**src/rtl/int_alu_pkg.sv**
```systemverilog
package int_alu_pkg;

    localparam int unsigned DATA_W = 32;
    localparam int unsigned OP_W   = 4;

    typedef logic [DATA_W-1:0] word_t;

    typedef enum logic [OP_W-1:0] {
        OP_ADD  = 4'b0000,
        OP_ADDU = 4'b0001,
        OP_SUB  = 4'b0010,
        OP_SUBU = 4'b0011,
        OP_AND  = 4'b0100,
        OP_OR   = 4'b0101,
        OP_XOR  = 4'b0110,
        OP_NOR  = 4'b0111,
        OP_SLT  = 4'b1010,
        OP_SLTU = 4'b1011
    } alu_op_e;

    typedef enum logic [2:0] {
        SEL_SUM,
        SEL_LOGIC,
        SEL_SLT,
        SEL_SLTU,
        SEL_NONE
    } res_sel_e;

    typedef struct packed {
        logic     sub;        // invert b and carry in one
        logic     chk_ovf;    // report signed overflow
        res_sel_e sel;        // which result source to use
        logic [1:0] log_fn;   // 00 and, 01 or, 10 xor, 11 nor
    } alu_ctrl_t;

    typedef struct packed {
        word_t sum;
        logic  cout;
        logic  sovf;
    } add_out_t;

    function automatic alu_ctrl_t decode_op(input logic [OP_W-1:0] code);
        alu_ctrl_t c;
        c.sub     = 1'b0;
        c.chk_ovf = 1'b0;
        c.sel     = SEL_NONE;
        c.log_fn  = code[1:0];
        case (code)
            OP_ADD:  begin c.sel = SEL_SUM; c.chk_ovf = 1'b1; end
            OP_ADDU: begin c.sel = SEL_SUM; end
            OP_SUB:  begin c.sel = SEL_SUM; c.sub = 1'b1; c.chk_ovf = 1'b1; end
            OP_SUBU: begin c.sel = SEL_SUM; c.sub = 1'b1; end
            OP_AND, OP_OR, OP_XOR, OP_NOR: c.sel = SEL_LOGIC;
            OP_SLT:  begin c.sel = SEL_SLT;  c.sub = 1'b1; end
            OP_SLTU: begin c.sel = SEL_SLTU; c.sub = 1'b1; end
            default: c.sel = SEL_NONE;
        endcase
        return c;
    endfunction

endpackage

```
**src/rtl/int_alu_adder.sv**
```systemverilog
module int_alu_adder
    import int_alu_pkg::*;
#(
    parameter int unsigned WIDTH = DATA_W
) (
    input  logic [WIDTH-1:0] opa,
    input  logic [WIDTH-1:0] opb,
    input  logic             sub,
    output logic [WIDTH-1:0] sum,
    output logic             cout,
    output logic             sovf
);
    localparam int unsigned MSB = WIDTH - 1;

    logic [WIDTH-1:0] b_eff;
    logic [WIDTH:0]   carry;

    assign carry[0] = sub;

    for (genvar i = 0; i < WIDTH; i++) begin : g_bit
        assign b_eff[i]    = opb[i] ^ sub;
        assign sum[i]      = opa[i] ^ b_eff[i] ^ carry[i];
        assign carry[i+1]  = (opa[i] & b_eff[i]) | (opa[i] & carry[i]) | (b_eff[i] & carry[i]);
    end

    assign cout = carry[WIDTH];
    // operands as seen by the adder share a sign that the sum lacks
    assign sovf = (opa[MSB] == b_eff[MSB]) && (sum[MSB] != opa[MSB]);
endmodule

```
**src/rtl/int_alu_logic.sv**
```systemverilog
module int_alu_logic
    import int_alu_pkg::*;
#(
    parameter int unsigned WIDTH = DATA_W
) (
    input  logic [WIDTH-1:0] opa,
    input  logic [WIDTH-1:0] opb,
    input  logic [1:0]       fn,
    output logic [WIDTH-1:0] res
);
    always_comb begin
        case (fn)
            2'b00:   res = opa & opb;
            2'b01:   res = opa | opb;
            2'b10:   res = opa ^ opb;
            default: res = ~(opa | opb);
        endcase
    end
endmodule

```
**src/rtl/int_alu.sv**
```systemverilog
module int_alu
    import int_alu_pkg::*;
(
    input  logic [31:0] a,
    input  logic [31:0] b,
    input  logic [3:0]  op,
    output logic [31:0] result,
    output logic        zero,
    output logic        ovf
);
    localparam int unsigned MSB = DATA_W - 1;

    alu_ctrl_t ctrl;
    add_out_t  add_o;
    word_t     logic_res;
    word_t     res_mux;

    assign ctrl = decode_op(op);

    int_alu_adder #(.WIDTH(DATA_W)) u_adder (
        .opa  (a),
        .opb  (b),
        .sub  (ctrl.sub),
        .sum  (add_o.sum),
        .cout (add_o.cout),
        .sovf (add_o.sovf)
    );

    int_alu_logic #(.WIDTH(DATA_W)) u_logic (
        .opa (a),
        .opb (b),
        .fn  (ctrl.log_fn),
        .res (logic_res)
    );

    always_comb begin
        res_mux = '0;
        case (ctrl.sel)
            SEL_SUM:   res_mux = add_o.sum;
            SEL_LOGIC: res_mux = logic_res;
            SEL_SLT:   res_mux = {{MSB{1'b0}}, add_o.sum[MSB] ^ add_o.sovf};
            SEL_SLTU:  res_mux = {{MSB{1'b0}}, ~add_o.cout};
            default:   res_mux = '0;
        endcase
    end

    assign result = res_mux;
    assign zero   = (res_mux == '0);
    assign ovf    = ctrl.chk_ovf & add_o.sovf;
endmodule

```
**config.mk**
```make
export PLATFORM = sky130hd
export DESIGN_NAME = int_alu
export DESIGN_NICKNAME = d
export VERILOG_FILES = /design/src/rtl/int_alu_pkg.sv /design/src/rtl/int_alu_adder.sv /design/src/rtl/int_alu_logic.sv /design/src/rtl/int_alu.sv
export SDC_FILE = /design/constraint.sdc
export NUM_CORES = 1
export LEC_CHECK = 0
export BUFFER_PORTS_ARGS = -buffer_cell sky130_fd_sc_hd__buf_4
export CORE_MARGIN = 2
export CORE_UTILIZATION = 50
export DETAILED_ROUTE_END_ITERATION = 8
export GPL_TIMING_DRIVEN = 0
export PLACE_DENSITY = 0.76
export SYNTH_ARGS = -nofsm -noshare
export SYNTH_HDL_FRONTEND = slang
export SYNTH_SLANG_ARGS = --single-unit
```
**constraint.sdc**
```tcl
create_clock -name vclk -period 23.6
set_clock_uncertainty 0.1 [all_clocks]
set_input_delay 4.72 -clock vclk [all_inputs]
set_output_delay 4.72 -clock vclk [all_outputs]
set_load 0.02 [all_outputs]
```
# ---- Yosys cells after proc, flatten, opt, wreduce, memory -nomap -nowiden
# Cells that the tools add are included.
dict set report op_classes {
  eq_ne 16
  muxes 5
  bitwise_logic 263
  n_reduce_logical 9
}
# op count
set ops {}
lappend ops {{32-bit case mux with 4 select lines} 1}
lappend ops {{1-bit AND} 97}
lappend ops {{1-bit XOR} 97}
lappend ops {{32-bit case mux with 3 select lines} 1}
lappend ops {{1-bit OR} 64}
lappend ops {{32-bit AND} 1}
lappend ops {{32-bit zero test} 1}
lappend ops {{32-bit NOT} 1}
lappend ops {{32-bit OR} 1}
lappend ops {{32-bit XOR} 1}
lappend ops {{4-bit by 3-bit == test with 1-bit output (second input constant)} 4}
lappend ops {{3-bit case mux with 4 select lines} 1}
lappend ops {{4-bit OR reduction} 3}
lappend ops {{4-bit by 2-bit == test with 1-bit output (second input constant)} 2}
lappend ops {{4-bit == test (second input constant)} 2}
lappend ops {{3-bit by 2-bit == test with 1-bit output (second input constant)} 2}
lappend ops {{4-bit by 1-bit == test with 1-bit output (second input constant)} 1}
lappend ops {{4-bit zero test} 1}
lappend ops {{3-bit by 1-bit == test with 1-bit output (second input constant)} 1}
lappend ops {{3-bit zero test} 1}
lappend ops {{2-bit by 1-bit == test with 1-bit output (second input constant)} 1}
lappend ops {{2-bit == test (second input constant)} 1}
lappend ops {{2-bit zero test} 1}
lappend ops {{1-bit two-way mux} 2}
lappend ops {{5 further kinds} 5}
dict set report word_totals {
  regBits 0
  inputBits 68
  output_inout_bits 34
  wordCells 293
}

# ---- Longest topological paths before layout
# Gate-level depths: netlist (run 1).
dict set report logic_depth {
  word_depth 103
  mapped_depth 44
  depth_no_buf 42
}

# ---- Hierarchy
# Synthesis (run 1) repeated with hierarchy kept, for this count alone.
dict set report unflattened {
  hier_cells 541
  area_unflattened_um2 4165.2
}
# mod instances cells_per_inst area_per_inst_um2 seq_area_each_um2
set by_module_without_submodules {}
lappend by_module_without_submodules {int_alu_logic 1 306 2242.2 0.0}
lappend by_module_without_submodules {int_alu_adder 1 129 1216.2 0.0}
lappend by_module_without_submodules {int_alu 1 106 706.9 0.0}

# ---- Worst setup path before layout (run 1)
# No wires, ideal clock.
dict set report synth_path {
  path_type {in2out}
  from {input op[2]}
  to {output ovf}
  arrival_time_ps 19393
  required_time_ps 18780
  slack_ps -613
  path_stages 41
  path_buffers 2
  cell_sequence {buf_2 -> clkinv_1 -> nand2_1 -> buf_2 -> o21ai_0 -> fa_1 -> inv_1 -> fa_1 -> inv_1 -> fa_1 -> fa_1 -> fa_1 -> fa_1 -> fa_1 -> fa_1 -> fa_1 -> fa_1 -> fa_1 -> (+5 left out) -> fa_1 -> fa_1 -> fa_1 -> fa_1 -> fa_1 -> fa_1 -> fa_1 -> fa_1 -> fa_1 -> fa_1 -> fa_1 -> fa_1 -> fa_1 -> fa_1 -> inv_1 -> fa_1 -> xor2_1 -> nor4b_1}
}
dict set report synth_via {
  elab_chain_len 101
  elab_cells_between_ends 202
  classes_between {eq/ne (6); mux (2); bitwise (190); reduce/logical (4)}
}
# element line
set synth_rtl {}
lappend synth_rtl {{from (decl)} int_alu.sv:6} ;# input logic [3:0] op,
lappend synth_rtl {{4-bit == test or 4-bit by 2-bit == test with 1-bit output (tied branches)} int_alu_pkg.sv:48} ;# case (code)
lappend synth_rtl {{4-bit OR reduction (no line)} -}
lappend synth_rtl {{1-bit two-way mux} int_alu_pkg.sv:48}
lappend synth_rtl {{1-bit XOR} int_alu_adder.sv:21} ;# assign b_eff[i] = opb[i] ^ sub;
lappend synth_rtl {{1-bit AND} int_alu_adder.sv:23} ;# assign carry[i+1] = (opa[i] & b_eff[i]) | (opa[i] & carry[i]) | (b_eff[i] & carry[i]);
lappend synth_rtl {{1-bit OR (2 in a row)} int_alu_adder.sv:23}
lappend synth_rtl {{1-bit AND} int_alu_adder.sv:23}
lappend synth_rtl {{1-bit OR (2 in a row)} int_alu_adder.sv:23}
lappend synth_rtl {{(+81 left out)} -}
lappend synth_rtl {{1-bit AND} int_alu_adder.sv:23}
lappend synth_rtl {{1-bit OR (2 in a row)} int_alu_adder.sv:23}
lappend synth_rtl {{1-bit AND} int_alu_adder.sv:23}
lappend synth_rtl {{1-bit OR (2 in a row)} int_alu_adder.sv:23}
lappend synth_rtl {{1-bit XOR} int_alu_adder.sv:22} ;# assign sum[i] = opa[i] ^ b_eff[i] ^ carry[i];
lappend synth_rtl {{1-bit inequality test} int_alu_adder.sv:28} ;# assign sovf = (opa[MSB] == b_eff[MSB]) && (sum[MSB] != opa[MSB]);
lappend synth_rtl {{1-bit logical AND} int_alu_adder.sv:28}
lappend synth_rtl {{1-bit AND (*)} int_alu.sv:49} ;# assign ovf = ctrl.chk_ovf & add_o.sovf;
lappend synth_rtl {{to (decl)} int_alu.sv:9} ;# output logic ovf
# Every way passes the cells marked *; elsewhere a longest branch is shown, timed or not.

# ---- Worst setup path after layout (run 1)
dict set report layout_path {
  from {input op[2]}
  to {output zero}
}
dict set report layout_via {
  elab_chain_len 103
  elab_cells_between_ends 282
  classes_between {eq/ne (14); mux (3); bitwise (258); reduce/logical (7)}
}
# element line
set layout_rtl {}
lappend layout_rtl {{4-bit == test or 4-bit by 2-bit == test with 1-bit output (tied branches)} int_alu_pkg.sv:48}
lappend layout_rtl {{4-bit OR reduction (no line)} -}
lappend layout_rtl {{1-bit two-way mux} int_alu_pkg.sv:48}
lappend layout_rtl {{1-bit XOR} int_alu_adder.sv:21}
lappend layout_rtl {{1-bit AND} int_alu_adder.sv:23}
lappend layout_rtl {{1-bit OR (2 in a row)} int_alu_adder.sv:23}
lappend layout_rtl {{1-bit AND} int_alu_adder.sv:23}
lappend layout_rtl {{1-bit OR (2 in a row)} int_alu_adder.sv:23}
lappend layout_rtl {{(+84 left out)} -}
lappend layout_rtl {{1-bit AND} int_alu_adder.sv:23}
lappend layout_rtl {{1-bit OR (2 in a row)} int_alu_adder.sv:23}
lappend layout_rtl {{1-bit XOR or 1-bit AND (tied branches)} {int_alu_adder.sv:22, int_alu_adder.sv:23}}
lappend layout_rtl {{1-bit inequality test or 1-bit OR (tied branches)} {int_alu_adder.sv:28, int_alu_adder.sv:23}}
lappend layout_rtl {{1-bit logical AND or 1-bit OR (tied branches)} {int_alu_adder.sv:28, int_alu_adder.sv:23}}
lappend layout_rtl {{1-bit XOR or 1-bit NOT (tied branches)} {int_alu.sv:41, int_alu.sv:42}}
lappend layout_rtl {{32-bit case mux with 4 select lines (*)} int_alu.sv:38} ;# case (ctrl.sel)
lappend layout_rtl {{32-bit zero test (*)} int_alu.sv:48} ;# assign zero = (res_mux == '0);
lappend layout_rtl {{to (decl)} int_alu.sv:8} ;# output logic zero,
# Marked as above.

==> flow_metrics.tcl, run 1 <==
set metrics [dict create \
    result_of_the_run "completed" \
    layout.cells.most_common "sky130_fd_sc_hd__buf_4" \
    layout.filler_cells 629 \
    multi_input_logic_area_um2 3380 \
    dpl.cell_count 687 \
    cell_variety_after_synth 48 \
    postLayoutCoreUtil_pct 65.3 \
    rsz0062_at_grt "no" \
    worst-endpoint-required_ns 18.78 \
    synth_fp_nets 652 \
    layout-drive-gt1-share_pct 29.5 \
    synth_top_area_share_pct 22.1 \
    area_of_the_die_um2 8070 \
    ff_latch_area_um2 0 \
    wl_per_cell_um 17.7 \
    period_share_pct 98.8 \
    start_util_pct 51.3 \
    timing.final.max_slew_violations 0 \
    part_of_the_total_power_dissipated_in_sequential_elements_pct 0 \
    clock_buffer_count 0 \
    grt_overflow 0 \
    synth.yosys.seq_area_share_pct 0 \
    drt-initial-drc-count 354 \
    power_switching_mw 0.0715 \
    drt_wl_total_um 12100 \
    die_width_um 89.8 \
    criticalPathCategory "in2out" \
    fp-row-count 31 \
    via_per_inst 5.70 \
    initial_antenna_violation_count 0 \
    max_cap_viol_count 0 \
    setup_viol 0 \
    worst_path_max_delay_cell "sky130_fd_sc_hd__fa_1" \
    hold_viol_final 0 \
    finalCriticalPeriod_ns 23.32 \
    die_height_um 89.8 \
    worst_ep_arrival_ns 18.50 \
    remaining_drc_errors 0 \
    grt_first_pass_wirelength_um 19400 \
    timing.hold.ws_ns 9.85 \
    syn_inst 488 \
    achievable-frequency_mhz 42.9 \
    hold_path_class "in2out" \
    core_footprint_um2 7180 \
    fin_tns_setup_ns 0 \
    dr_total_vias 3912 \
    power_density_of_the_placed_cells_nw_per_um2 27.6 \
    firstDrtPassIters 6 \
    syn-mean-instance-area_um2 7.55 \
    placement.io_buffers 100 \
    grtUsageTotal_pct 29.2 \
    power_leakage_nw 2.30 \
    nets 753 \
    worst_pin_slew_ns 0.704 \
    critPathMostFrequentCell "sky130_fd_sc_hd__fa_2" \
    critPathCaptureType "output pin" \
    pin_count_of_the_biggest_net_entering_global_routing 12 \
    finalNonFillerCells 686 \
    synthTopCellsByArea "sky130_fd_sc_hd__ha_1 (22%), sky130_fd_sc_hd__fa_1 (17%), sky130_fd_sc_hd__xnor2_1 (7.4%)" \
    antennaDiodeCount 0 \
    intPower_mw 0.0580 \
    power.share.combinational_pct 100.0 \
    n_sequential_cell 0 \
    drt.antenna.violating_nets 0 \
    vdd.ir_drop.worst_uv 14.4 \
    critPathMaxFanout 11 \
    final_cell_mix "sky130_fd_sc_hd__buf_4 (100), sky130_fd_sc_hd__inv_1 (71), sky130_fd_sc_hd__ha_1 (65)" \
    floorplan.io_pins 102 \
    finalWeightedCongestion 0.969 \
    slew_headroom_pct 53.1 \
    start_kind "input port" \
    pwr-share-clk_pct 0 \
    switching_share_pct 55.2 \
    synth_area_leader_cell "sky130_fd_sc_hd__ha_1" \
    crit_path_max_incr_delay_ns 0.44 \
    syn-cell-area_um2 3680 \
    flow.area_growth_from_synthesis_pct 27.3 \
    yosysWarnings 0 \
    number_of_global_route_vias_before_repair 3904 \
    place.detailed.hpwl_um 9700 \
]
final cells by class:
cell class                      count  area share, %
Buffer                             29           3.12
Inverter                           73           6.11
Multi-Input combinational cell    385           72.0
Tap cell                           99           2.64
Timing Repair Buffer              100           16.1
synthesized netlist by cell type (2+ instances only):
library cell	instances
sky130_fd_sc_hd__nor2_1	46
sky130_fd_sc_hd__o22ai_1	2
sky130_fd_sc_hd__a211oi_1	21
sky130_fd_sc_hd__mux2i_1	4
sky130_fd_sc_hd__inv_1	71
sky130_fd_sc_hd__or2_2	10
sky130_fd_sc_hd__a21oi_1	29
sky130_fd_sc_hd__buf_2	16
sky130_fd_sc_hd__a221oi_1	2
sky130_fd_sc_hd__clkbuf_1	12
sky130_fd_sc_hd__mux2_2	16
sky130_fd_sc_hd__and2_1	4
sky130_fd_sc_hd__fa_1	31
sky130_fd_sc_hd__ha_1	65
sky130_fd_sc_hd__o21ai_0	19
sky130_fd_sc_hd__xnor2_1	31
sky130_fd_sc_hd__a211o_1	2
sky130_fd_sc_hd__nand4_1	3
sky130_fd_sc_hd__nor4_1	3
sky130_fd_sc_hd__nor3_1	8
sky130_fd_sc_hd__nand2_1	23
sky130_fd_sc_hd__nor2b_1	27
sky130_fd_sc_hd__o21bai_1	6
sky130_fd_sc_hd__nand2b_1	2
sky130_fd_sc_hd__o31ai_1	10
sky130_fd_sc_hd__o211ai_1	3
metal layers:
| metal | track usage [%] | wire (um) | part of all wire, % |
|---|---|---|---|
| met1 | 38.9 | 5070 | 42 |
| met5 | 0 | 0 | 0 |
| met3 | 2.68 | 871 | 7.2 |
| met2 | 50.3 | 5850 | 48 |
| met4 | 9.10 | 332 | 2.7 |
final timing paths:
kind	startpoint	to	slack (ns)	cells past startpoint
setup / recovery	op[2]	zero	0.28	44
hold / removal	op[2]	result[31]	9.85	4
critical path, delay by kind of cell:
kind / cells / cell delay (ns)
AND/OR/NAND/NOR: 3 / 0.40
adder cells (fa/ha/maj): 31 / 12.13
AO/OA/AOI/OAI: 3 / 0.44
buffers and inverters: 7 / 0.78
what timing repair did:
item                                   in CTS  in global routing
endpoints found under the hold margin       0                  0
setup buffers                               0                  0
setup endpoints to repair                   6                  2
pin swaps                                   2                  3
hold buffers                                0                  0
gates resized for setup                    27                  4
stage by stage:
stage	instance area (um^2)	power [mW]	setup WS (ns)
final	4690	0.130	0.282
after global routing	4690	0.142	0.00311
after CTS	4680	0.127	0.0458
after detailed placement	4600	0.123	-1.45
after global placement	4600	0.120	-1.49
after floorplan	3720	0.0762	0.0493
cell families (layout without fill, tap and decap cells):
| family | count (synthesis) | after routing | share of synthesized area (%) |
|---|---|---|---|
| AOI/OAI and AO/OA | 105 | 105 | 18.7 |
| buffers and inverters | 103 | 202 | 11.1 |
| adders and majority gates | 96 | 96 | 38.9 |
| and+or+nand+nor | 132 | 132 | 17.7 |
| xor gates and xnor gates | 32 | 32 | 7.61 |
| muxes | 20 | 20 | 5.98 |
power by group through the flow:
stage | sequential [mW] | combinational [mW] | clock (mW)
final | 0 | 0.130 | 0
after global routing | 0 | 0.142 | 0
after CTS | 0 | 0.127 | 0
after detailed placement | 0 | 0.123 | 0
after global placement | 0 | 0.120 | 0
after floorplan | 0 | 0.0762 | 0
(Power assumes the default switching activity.)
==> run 2: changes to the inputs <==
--- a/config.mk
+++ b/config.mk
@@ -8,2 +8,3 @@
 export BUFFER_PORTS_ARGS = -buffer_cell sky130_fd_sc_hd__buf_4
+export CORE_ASPECT_RATIO = 0.8
 export CORE_MARGIN = 2
==> constraint.sdc (replaced) <==
create_clock -name vclk -period 23.6
set_clock_uncertainty 0.1 [all_clocks]
set_input_delay 3.54 -clock vclk [all_inputs]
set_output_delay 3.54 -clock vclk [all_outputs]
set_load 0.02 [all_outputs]
==> run 2 against run 1 <==
Effect of this change:
- maximum frequency increased by 0.68%
- global-route usage increased by 0.40 points
- critical path type unchanged
- power decreased by 3.3%
- largest power group unchanged
- setup slack improved by 0.16 ns
- first-iteration DRC count decreased by 51%
- sequential share of layout area unchanged
- die area about the same
- critical path depth increased by 1
==> flow_metrics.tcl, run 2 (synthesized netlist as in run 1, its figures left out) <==
set metrics [dict create \
    drt.antenna.violating_nets 0 \
    remaining_drc_errors 0 \
    max_cap_viol_count 0 \
    floorplan.io_pins 102 \
    start_kind "input port" \
    critPathCaptureType "output pin" \
    firstDrtPassIters 5 \
    pwr-share-clk_pct 0 \
    finalCriticalPeriod_ns 23.16 \
    n_sequential_cell 0 \
    hold_path_class "in2out" \
    dr_total_vias 3860 \
    fp-row-count 27 \
    post_cts_resized 0 \
    number_of_global_route_vias_before_repair 3806 \
    layout-drive-gt1-share_pct 24.8 \
    place.detailed.hpwl_um 9740 \
    intPower_mw 0.0550 \
    result_of_the_run "completed" \
    worst_ep_arrival_ns 19.52 \
    criticalPathCategory "in2out" \
    worst_pin_slew_ns 0.661 \
    pin_count_of_the_biggest_net_entering_global_routing 11 \
    crit_path_max_incr_delay_ns 0.50 \
    layout.cells.most_common "sky130_fd_sc_hd__buf_4" \
    timing.final.max_slew_violations 0 \
    drt-initial-drc-count 174 \
    critPathMostFrequentCell "sky130_fd_sc_hd__fa_1" \
    period_share_pct 98.1 \
    drt_wl_total_um 11800 \
    setup_viol 0 \
    finalWeightedCongestion 0.943 \
    slew_headroom_pct 55.9 \
    cpLargestDelayFamily "adder cells" \
    part_of_the_total_power_dissipated_in_sequential_elements_pct 0 \
    power_switching_mw 0.0703 \
    power_leakage_nw 2.31 \
    cts_setup_buffers 0 \
    grt_first_pass_wirelength_um 18900 \
    initial_antenna_violation_count 0 \
    power.share.combinational_pct 100.0 \
    nets 754 \
    antennaDiodeCount 0 \
    achievable-frequency_mhz 43.2 \
    switching_share_pct 56.1 \
    cts-hold-fix-buffers 0 \
    vdd.ir_drop.worst_uv 13.9 \
    final_cell_mix "sky130_fd_sc_hd__buf_4 (101), sky130_fd_sc_hd__inv_1 (71), sky130_fd_sc_hd__ha_1 (65)" \
    timing.hold.ws_ns 7.49 \
    wl_per_cell_um 17.5 \
    clock_buffer_count 0 \
    area_of_the_die_um2 8070 \
    placement.io_buffers 100 \
    critPathBufInv 8 \
    flow.area_growth_from_synthesis_pct 23.6 \
    die_height_um 80.8 \
    power_density_of_the_placed_cells_nw_per_um2 27.5 \
    rsz0062_at_grt "no" \
    start_util_pct 52.7 \
    worst_path_max_delay_cell "sky130_fd_sc_hd__fa_1" \
    core_footprint_um2 6990 \
    grt_overflow 0 \
    grtUsageTotal_pct 29.6 \
    ff_latch_area_um2 0 \
    fin_tns_setup_ns 0 \
    via_per_inst 5.72 \
    hold_viol_final 0 \
    die_width_um 99.9 \
    worst-endpoint-required_ns 19.96 \
    critPathMaxFanout 10 \
]
==> run 2: per-layer routing <==
layer,part of all wire (%),track usage [%]
met5,0,0
met4,1.3,5.21
met3,8.7,2.15
met2,45,50.6
met1,45,42.0
==> run 2: per-stage QoR <==
step                instances  setup slack (ns)  utilization, %  cell area [um^2]  power (mW)
finish                    675             0.439            65.1              4550       0.125
global route              675            0.0124            65.1              4550       0.137
CTS                       675             0.194            64.9              4540       0.123
detailed placement        675             0.222            64.9              4540       0.123
global placement          675             0.316            64.9              4540       0.120
floorplan                 488              1.75               -              3680      0.0750
==> run 2: final timing paths <==
path	end	cells past startpoint	slack, ns	startpoint
min	ovf	4	7.49	a[31]
max	zero	45	0.44	op[2]
==> run 2: power groups by stage <==
stage	sequential, mW	combinational (mW)	clock (mW)
2_1_floorplan	0	0.0750	0
3_3_place_gp	0	0.120	0
3_5_place_dp	0	0.123	0
4_1_cts	0	0.123	0
5_1_grt	0	0.137	0
6_report	0	0.125	0
==> run 2: cell type report <==
type	instances	area (um^2)
plain buffers	30	139
well taps	87	109
multi-input cells	385	3270
fillers	623	2440
repair buffers	100	751
inverters	73	278
==> run 3: changes to the inputs <==
ABC_AREA = 1   (was default)
==> run 3 against run 2 <==
Effect of this change:
- flip-flop and latch count unchanged
- critical endpoint unchanged
- first-iteration DRC count up 70%
- maximum frequency up 0.83%
- synthesized area down 2.0%
- utilization down 0.32 points
- synthesized cell count up 16%
- setup slack better by 0.19 ns
==> flow_metrics.tcl, run 3 <==
set metrics [dict create \
    result_of_the_run "completed" \
    worst_ep_arrival_ns 19.33 \
    synth.yosys.seq_area_share_pct 0 \
    nets 834 \
    timing.final.max_slew_violations 0 \
    finalCriticalPeriod_ns 22.97 \
    grt_overflow 0 \
    period_share_pct 97.3 \
    grt_first_pass_wirelength_um 18000 \
    final_cell_mix "sky130_fd_sc_hd__nand2_1 (163), sky130_fd_sc_hd__buf_4 (105), sky130_fd_sc_hd__inv_1 (102)" \
    cts-hold-fix-buffers 0 \
    drt-initial-drc-count 295 \
    firstDrtPassIters 5 \
    area_of_the_die_um2 7910 \
    crit_path_max_incr_delay_ns 0.51 \
    rsz0062_at_grt "no" \
    syn_inst 566 \
    drt.antenna.violating_nets 0 \
    flow.area_growth_from_synthesis_pct 24.3 \
    pin_count_of_the_biggest_net_entering_global_routing 11 \
    min_delay_worst_endpoint "ovf" \
    floorplan.io_pins 102 \
    critPathCaptureType "output pin" \
    dr_total_vias 3961 \
    report.power.total_mw 0.112 \
    cts_setup_buffers 0 \
    cell_variety_after_synth 20 \
    dpl.cell_count 755 \
    syn-cell-area_um2 3610 \
    start_kind "input port" \
    layout.filler_cells 634 \
    placement.io_buffers 102 \
    initial_antenna_violation_count 0 \
    critPathBufInv 7 \
    place.detailed.hpwl_um 8820 \
    achievable-frequency_mhz 43.5 \
    start_util_pct 52.1 \
    layout.cells.most_common "sky130_fd_sc_hd__nand2_1" \
    ff_latch_area_um2 0 \
    syn-mean-instance-area_um2 6.37 \
    max_cap_viol_count 0 \
    hold_path_class "in2out" \
    yosysWarnings 0 \
    cpLargestDelayFamily "adder cells" \
    n_sequential_cell 0 \
    die_width_um 99.0 \
    cp-startpoint "op[3]" \
    layout-drive-gt1-share_pct 19.5 \
    clock_buffer_count 0 \
    grtUsageTotal_pct 28.2 \
    wl_per_cell_um 14.9 \
    fin_tns_setup_ns 0 \
    worst_pin_slew_ns 0.781 \
    worst-endpoint-required_ns 19.96 \
    criticalPathCategory "in2out" \
    worst_path_max_delay_cell "sky130_fd_sc_hd__fa_1" \
    slew_headroom_pct 47.8 \
    via_per_inst 5.25 \
    core_footprint_um2 6930 \
    synthTopCellsByArea "sky130_fd_sc_hd__ha_1 (23%), sky130_fd_sc_hd__fa_1 (17%), sky130_fd_sc_hd__nand2_1 (17%)" \
    power_leakage_nw 2.58 \
    drt_wl_total_um 11200 \
    yosysMostFrequentCell "sky130_fd_sc_hd__nand2_1" \
    vdd.ir_drop.worst_uv 15.7 \
    antennaDiodeCount 0 \
    finalWeightedCongestion 0.876 \
    critPathMostFrequentCell "sky130_fd_sc_hd__fa_1" \
    power_density_of_the_placed_cells_nw_per_um2 25.1 \
    critPathMaxFanout 10 \
    instance_count_along_the_most_critical_hold_path 4 \
    post_cts_resized 0 \
    remaining_drc_errors 0 \
    finalNonFillerCells 755 \
    synth_area_leader_cell "sky130_fd_sc_hd__ha_1" \
    hold_viol_final 0 \
    fp-row-count 27 \
    synth_fp_nets 730 \
    post_synth_most_frequent_cells "sky130_fd_sc_hd__nand2_1 (163), sky130_fd_sc_hd__inv_1 (102), sky130_fd_sc_hd__ha_1 (65)" \
    number_of_global_route_vias_before_repair 3798 \
    die_height_um 80.0 \
    hold_path_startpoint "a[31]" \
    synth_top_area_share_pct 22.5 \
    setup_viol 0 \
]
[run 3: area by class of cell]
| cell class | count | area [um^2] | area share (%) |
|---|---|---|---|
| well taps | 87 | 109 | 2.43 |
| multi-input cells | 435 | 3030 | 67.5 |
| plain buffers | 26 | 184 | 4.10 |
| repair buffers | 102 | 766 | 17.1 |
| inverters | 105 | 399 | 8.90 |
[run 3: worst max path at each step]
stage,to,slack (ns),cells after the start
final,zero,0.63,48
after global routing,zero,0.04,48
after CTS,zero,0.54,48
after detailed placement,zero,0.55,48
after global placement,zero,0.64,48
after floorplan,ovf,1.93,41
[run 3: metrics by stage]
step	hold slack, ns	utilization, %	instance area, um^2	setup WS [ns]
finish	7.47	64.8	4480	0.629
global route	7.51	64.8	4480	0.0434
floorplan	7.19	-	3610	1.93
global placement	7.47	64.7	4480	0.644
CTS	7.47	64.7	4480	0.542
detailed placement	7.46	64.7	4480	0.555
[run 3: cell families (layout without fill, tap and decap cells)]
group	Yosys count	count (layout)	synth area share [%]
XOR/XNOR	32	32	7.77
buffers and inverters	131	233	16.1
AND/OR/NAND/NOR	241	241	27.1
AO/OA/AOI/OAI	66	66	9.26
adder cells (fa/ha/maj)	96	96	39.8
[run 3: where the power goes]
group | total [mW] | internal, mW | switching, mW
clock network | 0 | 0 | 0
logic | 0.112 | 0.0465 | 0.0660
registers | 0 | 0 | 0
[run 3: routing by layer]
metal	vias up	GRT usage, %	routed length (um)
met5	-	0	0
met4	0	5.07	72
met3	15	3.42	1180
met2	216	48.8	5240
met1	1799	38.3	4730
li1	1931	-	-
